$ cat config.mk
export PLATFORM = sky130hd
export DESIGN_NAME = ncg_clkgen
export DESIGN_NICKNAME = d
export VERILOG_FILES = /design/src/rtl/ncg_pkg.sv /design/src/rtl/ncg_ref_sync.sv /design/src/rtl/ncg_phase_ctrl.sv /design/src/rtl/ncg_clkgen.sv
export SDC_FILE = /design/constraint.sdc
export NUM_CORES = 1
export LEC_CHECK = 0
export BUFFER_PORTS_ARGS = -buffer_cell sky130_fd_sc_hd__buf_2
export CORE_ASPECT_RATIO = 0.5
export CORE_MARGIN = 2
export CORE_UTILIZATION = 30
export CTS_CLUSTER_SIZE = 24
export DETAILED_ROUTE_END_ITERATION = 6
export HOLD_SLACK_MARGIN = 0.02
export PLACE_DENSITY = 0.49
export REMOVE_ABC_BUFFERS = 1
export SYNTH_ARGS = -nofsm -noshare
export SYNTH_HDL_FRONTEND = slang
export SYNTH_SLANG_ARGS = --single-unit
$ cat constraint.sdc
create_clock -name clk -period 2 [get_ports clk]
set_clock_uncertainty 0.05 [all_clocks]
set_input_delay 0.4 -clock clk [delete_from_list [all_inputs] [get_ports clk]]
set_output_delay 0.4 -clock clk [all_outputs]
set_load 0.03 [all_outputs]
$ cat src/rtl/ncg_pkg.sv
package ncg_pkg;
  typedef enum logic [1:0] {
    ST_WAIT_A = 2'd0,
    ST_WAIT_B = 2'd1,
    ST_GAP    = 2'd2,
    ST_RUN    = 2'd3
  } ncg_state_e;
endpackage

$ cat src/rtl/ncg_ref_sync.sv
module ncg_ref_sync #(
  parameter int STAGES = 2
) (
  input  logic clk,
  input  logic rst_n,
  input  logic ref_i,
  output logic lvl_o,
  output logic rise_o
);
  // pipe[0..STAGES-1] is the synchronizer, pipe[STAGES] remembers the last level
  logic [STAGES:0] pipe;

  for (genvar g = 0; g <= STAGES; g++) begin : g_stage
    if (g == 0) begin : g_first
      always_ff @(posedge clk or negedge rst_n) begin
        if (!rst_n) pipe[0] <= 1'b0;
        else        pipe[0] <= ref_i;
      end
    end else begin : g_next
      always_ff @(posedge clk or negedge rst_n) begin
        if (!rst_n) pipe[g] <= 1'b0;
        else        pipe[g] <= pipe[g-1];
      end
    end
  end

  assign lvl_o  = pipe[STAGES-1];
  assign rise_o = pipe[STAGES-1] & ~pipe[STAGES];
endmodule

$ cat src/rtl/ncg_phase_ctrl.sv
module ncg_phase_ctrl
  import ncg_pkg::*;
#(
  parameter int DEAD_W = 4
) (
  input  logic              clk,
  input  logic              rst_n,
  input  logic              lvl_i,
  input  logic              rise_i,
  input  logic [DEAD_W-1:0] dead_i,
  output logic              p1_o,
  output logic              p2_o
);
  localparam int RUN_W = DEAD_W + 1;

  ncg_state_e        st_q;
  logic              side_q;
  logic [DEAD_W-1:0] cnt_q;
  logic [DEAD_W-1:0] gap_len_q;
  logic              p1_q, p2_q;

  always_ff @(posedge clk or negedge rst_n) begin
    if (!rst_n) begin
      st_q      <= ST_WAIT_A;
      side_q    <= 1'b0;
      cnt_q     <= '0;
      gap_len_q <= '0;
      p1_q      <= 1'b0;
      p2_q      <= 1'b0;
    end else begin
      case (st_q)
        ST_WAIT_A: if (rise_i) st_q <= ST_WAIT_B;
        ST_WAIT_B: if (rise_i) begin
          st_q      <= ST_GAP;
          side_q    <= 1'b1;
          cnt_q     <= dead_i;
          gap_len_q <= dead_i;
        end
        ST_GAP: begin
          if (lvl_i != side_q) begin
            side_q    <= lvl_i;
            cnt_q     <= dead_i;
            gap_len_q <= dead_i;
          end else if (cnt_q == '0) begin
            // interlock: rise only while the other phase is fed back low
            if (!side_q && !p2_q) begin
              p1_q <= 1'b1;
              st_q <= ST_RUN;
            end else if (side_q && !p1_q) begin
              p2_q <= 1'b1;
              st_q <= ST_RUN;
            end
          end else begin
            cnt_q <= cnt_q - 1'b1;
          end
        end
        default: begin
          if (lvl_i != side_q) begin
            p1_q      <= 1'b0;
            p2_q      <= 1'b0;
            side_q    <= lvl_i;
            cnt_q     <= dead_i;
            gap_len_q <= dead_i;
            st_q      <= ST_GAP;
          end
        end
      endcase
    end
  end

  assign p1_o = p1_q;
  assign p2_o = p2_q;

  // run of consecutive cycles with both phases low, saturating
  logic [RUN_W-1:0] lowrun_q;
  always_ff @(posedge clk or negedge rst_n) begin
    if (!rst_n)                  lowrun_q <= '0;
    else if (p1_q || p2_q)       lowrun_q <= '0;
    else if (lowrun_q != '1)     lowrun_q <= lowrun_q + 1'b1;
  end


  no_overlap_chk: assert property (@(posedge clk) disable iff (!rst_n)
    !(p1_q && p2_q));

  phi1_half_chk: assert property (@(posedge clk) disable iff (!rst_n)
    p1_q |-> $past(!lvl_i));

  phi2_half_chk: assert property (@(posedge clk) disable iff (!rst_n)
    p2_q |-> $past(lvl_i));

  phi1_fall_chk: assert property (@(posedge clk) disable iff (!rst_n)
    (p1_q && lvl_i) |=> !p1_q);

  phi2_fall_chk: assert property (@(posedge clk) disable iff (!rst_n)
    (p2_q && !lvl_i) |=> !p2_q);

  dead_gap_chk: assert property (@(posedge clk) disable iff (!rst_n)
    ($rose(p1_q) || $rose(p2_q)) |-> ($past(lowrun_q) >= {1'b0, gap_len_q}));
endmodule

$ cat src/rtl/ncg_clkgen.sv
module ncg_clkgen #(
  parameter int DEAD_W      = 4,
  parameter int SYNC_STAGES = 2
) (
  input  logic              clk,
  input  logic              rst_n,
  input  logic              ref_clk_i,
  input  logic [DEAD_W-1:0] dead_cfg_i,
  output logic              phi1_o,
  output logic              phi2_o
);
  logic ref_lvl;
  logic ref_rise;

  ncg_ref_sync #(.STAGES(SYNC_STAGES)) u_sync (
    .clk    (clk),
    .rst_n  (rst_n),
    .ref_i  (ref_clk_i),
    .lvl_o  (ref_lvl),
    .rise_o (ref_rise)
  );

  ncg_phase_ctrl #(.DEAD_W(DEAD_W)) u_ctrl (
    .clk    (clk),
    .rst_n  (rst_n),
    .lvl_i  (ref_lvl),
    .rise_i (ref_rise),
    .dead_i (dead_cfg_i),
    .p1_o   (phi1_o),
    .p2_o   (phi2_o)
  );
endmodule

==> impl_results.md <==
* DP HPWL at 1.31 mm
* Buffers on Ports at 8
* Initial Utilization at 32.1%
* GRT busiest layer: met1
* RSZ-0062 raised after global routing: false
* Warnings, synthesis at 0
* Reg-to-Reg Start: u_ctrl.st_q[0]
* Worst path required time at 2.11 ns
* Critical Path Source: u_ctrl.st_q[0]
* CP cell instances: inv_1 > ha_1 > and4bb_1 > o21bai_1 > a31oi_1 > a41oi_1
* Final hold violation count at 0
* Nets at 107
* Hold_sp: ref_clk_i
* GR Util met3 at about 3.5%
* Maximum VDD drop at around 0.00051 V
* Endpoints failing setup at 0
* Proportion of layout cells with a drive suffix above 1 at ~22%
* Final wirelength at between 1.5 and 2 mm
* Hold Path Depth at 1
* Gate Count Post-Synth at 83
* Worst-Margin Slew at around 0.47 ns
* Register area share after synthesis at 35.3%
* Core Area at 2650 µm²
* Post-CTS Hold Fix Bufs at 1
* WL/cell at 13.3 µm
* Vias in the first global route at 599
* Relative slew slack at 68.6%
* Yosys cell types at 32
* CP bufs+invs at 1
* Fin crit period at 1.70 ns
* R2R depth at 6
* Status: completed
* Tcrit/Tclk final at 84.8%
* Crit. path cell count at 6
* TritonCTS clock tree: yes
* Clock Tree Buf Depth at 2
* Site row count at 13
* Post-DRT Antenna Nets at 0
* Number of diodes at 0
* Initial antenna violation count at 0
* CP Data Arrival Time at between 1.5 and 2 ns
* Via count at 653
* CP endpoint kind: flip-flop
* Fin. max-slew vios at 0
* Synth Cell Area at 851 µm²
* Die width at 79.3 µm
* Global router's overall resource usage at 11.8%
* Chip Height at 41.7 µm
* Placed inst area at 903 µm²
* Global-route wire length before repair at 2.95 mm
* Io pins at 9
* # clock sinks at 12
* WS Path Type: flip-flop to flip-flop
* Post-CTS Repair Setup Buffers at 0
* Worst Path Max Fanout at 7
* Static Leak at between 0.4 and 0.5 nW
* Area leader, netlist: dfrtp_1
* Grt total ovfl at 0
* Finished Cell Area at 968 µm²
* CP delay by family, top: compound AO/OA/AOI/OAI gates
* Biggest cell delay along the critical path at 0.38 ns
* Drt first-iter violations at 113
* Grt met1 use at approximately 17%
* Pwr dens at 1540 nW/µm²
* Synth area leaders: dfrtp_1, ha_1, mux2i_1, o2bb2ai_1, buf_6
* Mean area per synthesized cell at between 10 and 15 µm²
* Worst min path class: input port to flip-flop
* Post-synthesis to final-layout area growth at 13.8%
* Max-cap check violation count at 0
* CTS buffer count at 3
* Largest net degree at the start of global routing at 13
* Master of the slowest instance on the critical path: dfrtp_1
* Routability cong. at 0.801
* GRT met2 Usage at 16.6%
* Drt first pass iters at 5
* Setup TNS at 0 ns
* H-tree levels at 1
* Die ar. at 3300 µm²
* Residual DRC count at 0
* CP Launch Type: flip-flop
* Seq cells post-synth at 12
* Clk Tree Root Cell: clkbuf_8
* Share of the synthesized area in the top cell type at 35.3%
* Vias per inst at 5.02
* Clock Latency Late Sink at 0.24 ns
* Post_cts resized at 0
* Clock-pin transition on the worst setup and hold timing paths at 0.06 ns
* Fmax at 589 MHz
## power breakdown
part	total, W	internal [W]	switching [W]	leakage (nW)
clock	0.000269	0.000174	0.0000949	0.0288
sequential	0.000440	0.000330	0.000110	0.140
combinational	0.000779	0.000354	0.000424	0.283
total	0.00149	0.000858	0.000629	0.452
## per-layer routing
| metal | routed length [µm] | part of all wire, % |
|---|---|---|
| met1 | 857 | 50 |
| met2 | 724 | 42 |
| met3 | 125 | 7.2 |
| met4 | 22 | 1.3 |
| met5 | 0 | 0 |
## flip-flops by register name, summed over array words and instances, names as in the netlist
name,count
u_sync.pipe,2
u_ctrl.p2_o,1
u_ctrl.p1_o,1
u_sync.lvl_o,1
u_ctrl.cnt_q,4
u_ctrl.st_q,2
u_ctrl.side_q,1
## logic make-up (layout without fill, tap and decap cells)
logic type      Yosys count  in the layout  synth area share [%]
simple gates             24             24                  16.8
compound gates           22             22                  20.1
flops                    12             12                  35.3
buf+inv                  11             21                  7.50
mux                       7              7                  8.24
fa+ha+maj                 6              6                  8.82
xor+xnor                  1              1                  3.24
## cells in the mapped netlist, drive strengths merged
master   instances
o21a             1
nor3b            1
mux2i            7
inv              8
nor4             2
nand2            4
and3             1
dfrtp           12
buf              3
a31oi            2
a21bo            1
nand2b           1
nor3             2
and2             1
nor4b            1
nor2             7
ha               6
a21oi            3
nor2b            2
a41oi            1
o21ai            5
o211ai           3
xnor2            1
and4bb           1
o21bai           1
nand3            1
o2111ai          1
o2bb2ai          4
## final timing paths
kind                                       end  slack, ns
worst max-delay path               u_ctrl.p2_o       0.30
worst min register to register    u_sync.lvl_o       0.30
min in group asynchronous        u_ctrl.side_q       0.52
max in group asynchronous       u_sync.pipe[2]       1.15
worst min-delay path            u_sync.pipe[0]       0.22
worst max register to register     u_ctrl.p2_o       0.30
## layout make-up
type | instances | area, µm²
Tap cell | 37 | 46.3
Sequential cell | 12 | 300
Clock buffer | 4 | 55.1
Timing Repair Buffer | 9 | 50.0
Inverter | 8 | 30.0
Multi-Input combinational cell | 60 | 487
Fill cell | 260 | 1680
## worst reg2reg max path, cell delays in order, from the launching register on
cell	delay (ns)
dfrtp_1	0.38
inv_1	0.14
ha_1	0.31
and4bb_1	0.27
o21bai_1	0.18
a31oi_1	0.12
a41oi_1	0.18
## cell usage in the layout, fill, tap and decap left out, types with 2 or more instances in the layout
| cell type | instances |
|---|---|
| clkbuf_8 | 4 |
| nor2b_1 | 2 |
| ha_1 | 6 |
| a31oi_1 | 2 |
| buf_2 | 8 |
| o21ai_1 | 2 |
| mux2i_1 | 7 |
| o21ai_0 | 2 |
| o211ai_1 | 2 |
| nor4_1 | 2 |
| o2bb2ai_1 | 4 |
| inv_1 | 8 |
| dfrtp_1 | 12 |
| nor3_1 | 2 |
| nor2_1 | 7 |
| a21oi_1 | 2 |
| nand2_1 | 4 |
## metrics by stage
| stage | utilization (%) | worst slack, ns | hold WS [ns] | power (W) | cells |
|---|---|---|---|---|---|
| after CTS | 36.5 | 0.284 | 0.211 | 0.00150 | 130 |
| after global routing | 36.5 | 0.149 | 0.216 | 0.00161 | 130 |
| after floorplan | - | 0.483 | 0.0544 | 0.00105 | 80 |
| after global placement | 34.1 | 0.366 | 0.249 | 0.00119 | 125 |
| after detailed placement | 34.1 | 0.281 | 0.253 | 0.00122 | 125 |
| final | 36.5 | 0.303 | 0.217 | 0.00149 | 130 |
No activity file was read; power rests on OpenSTA's default activity.
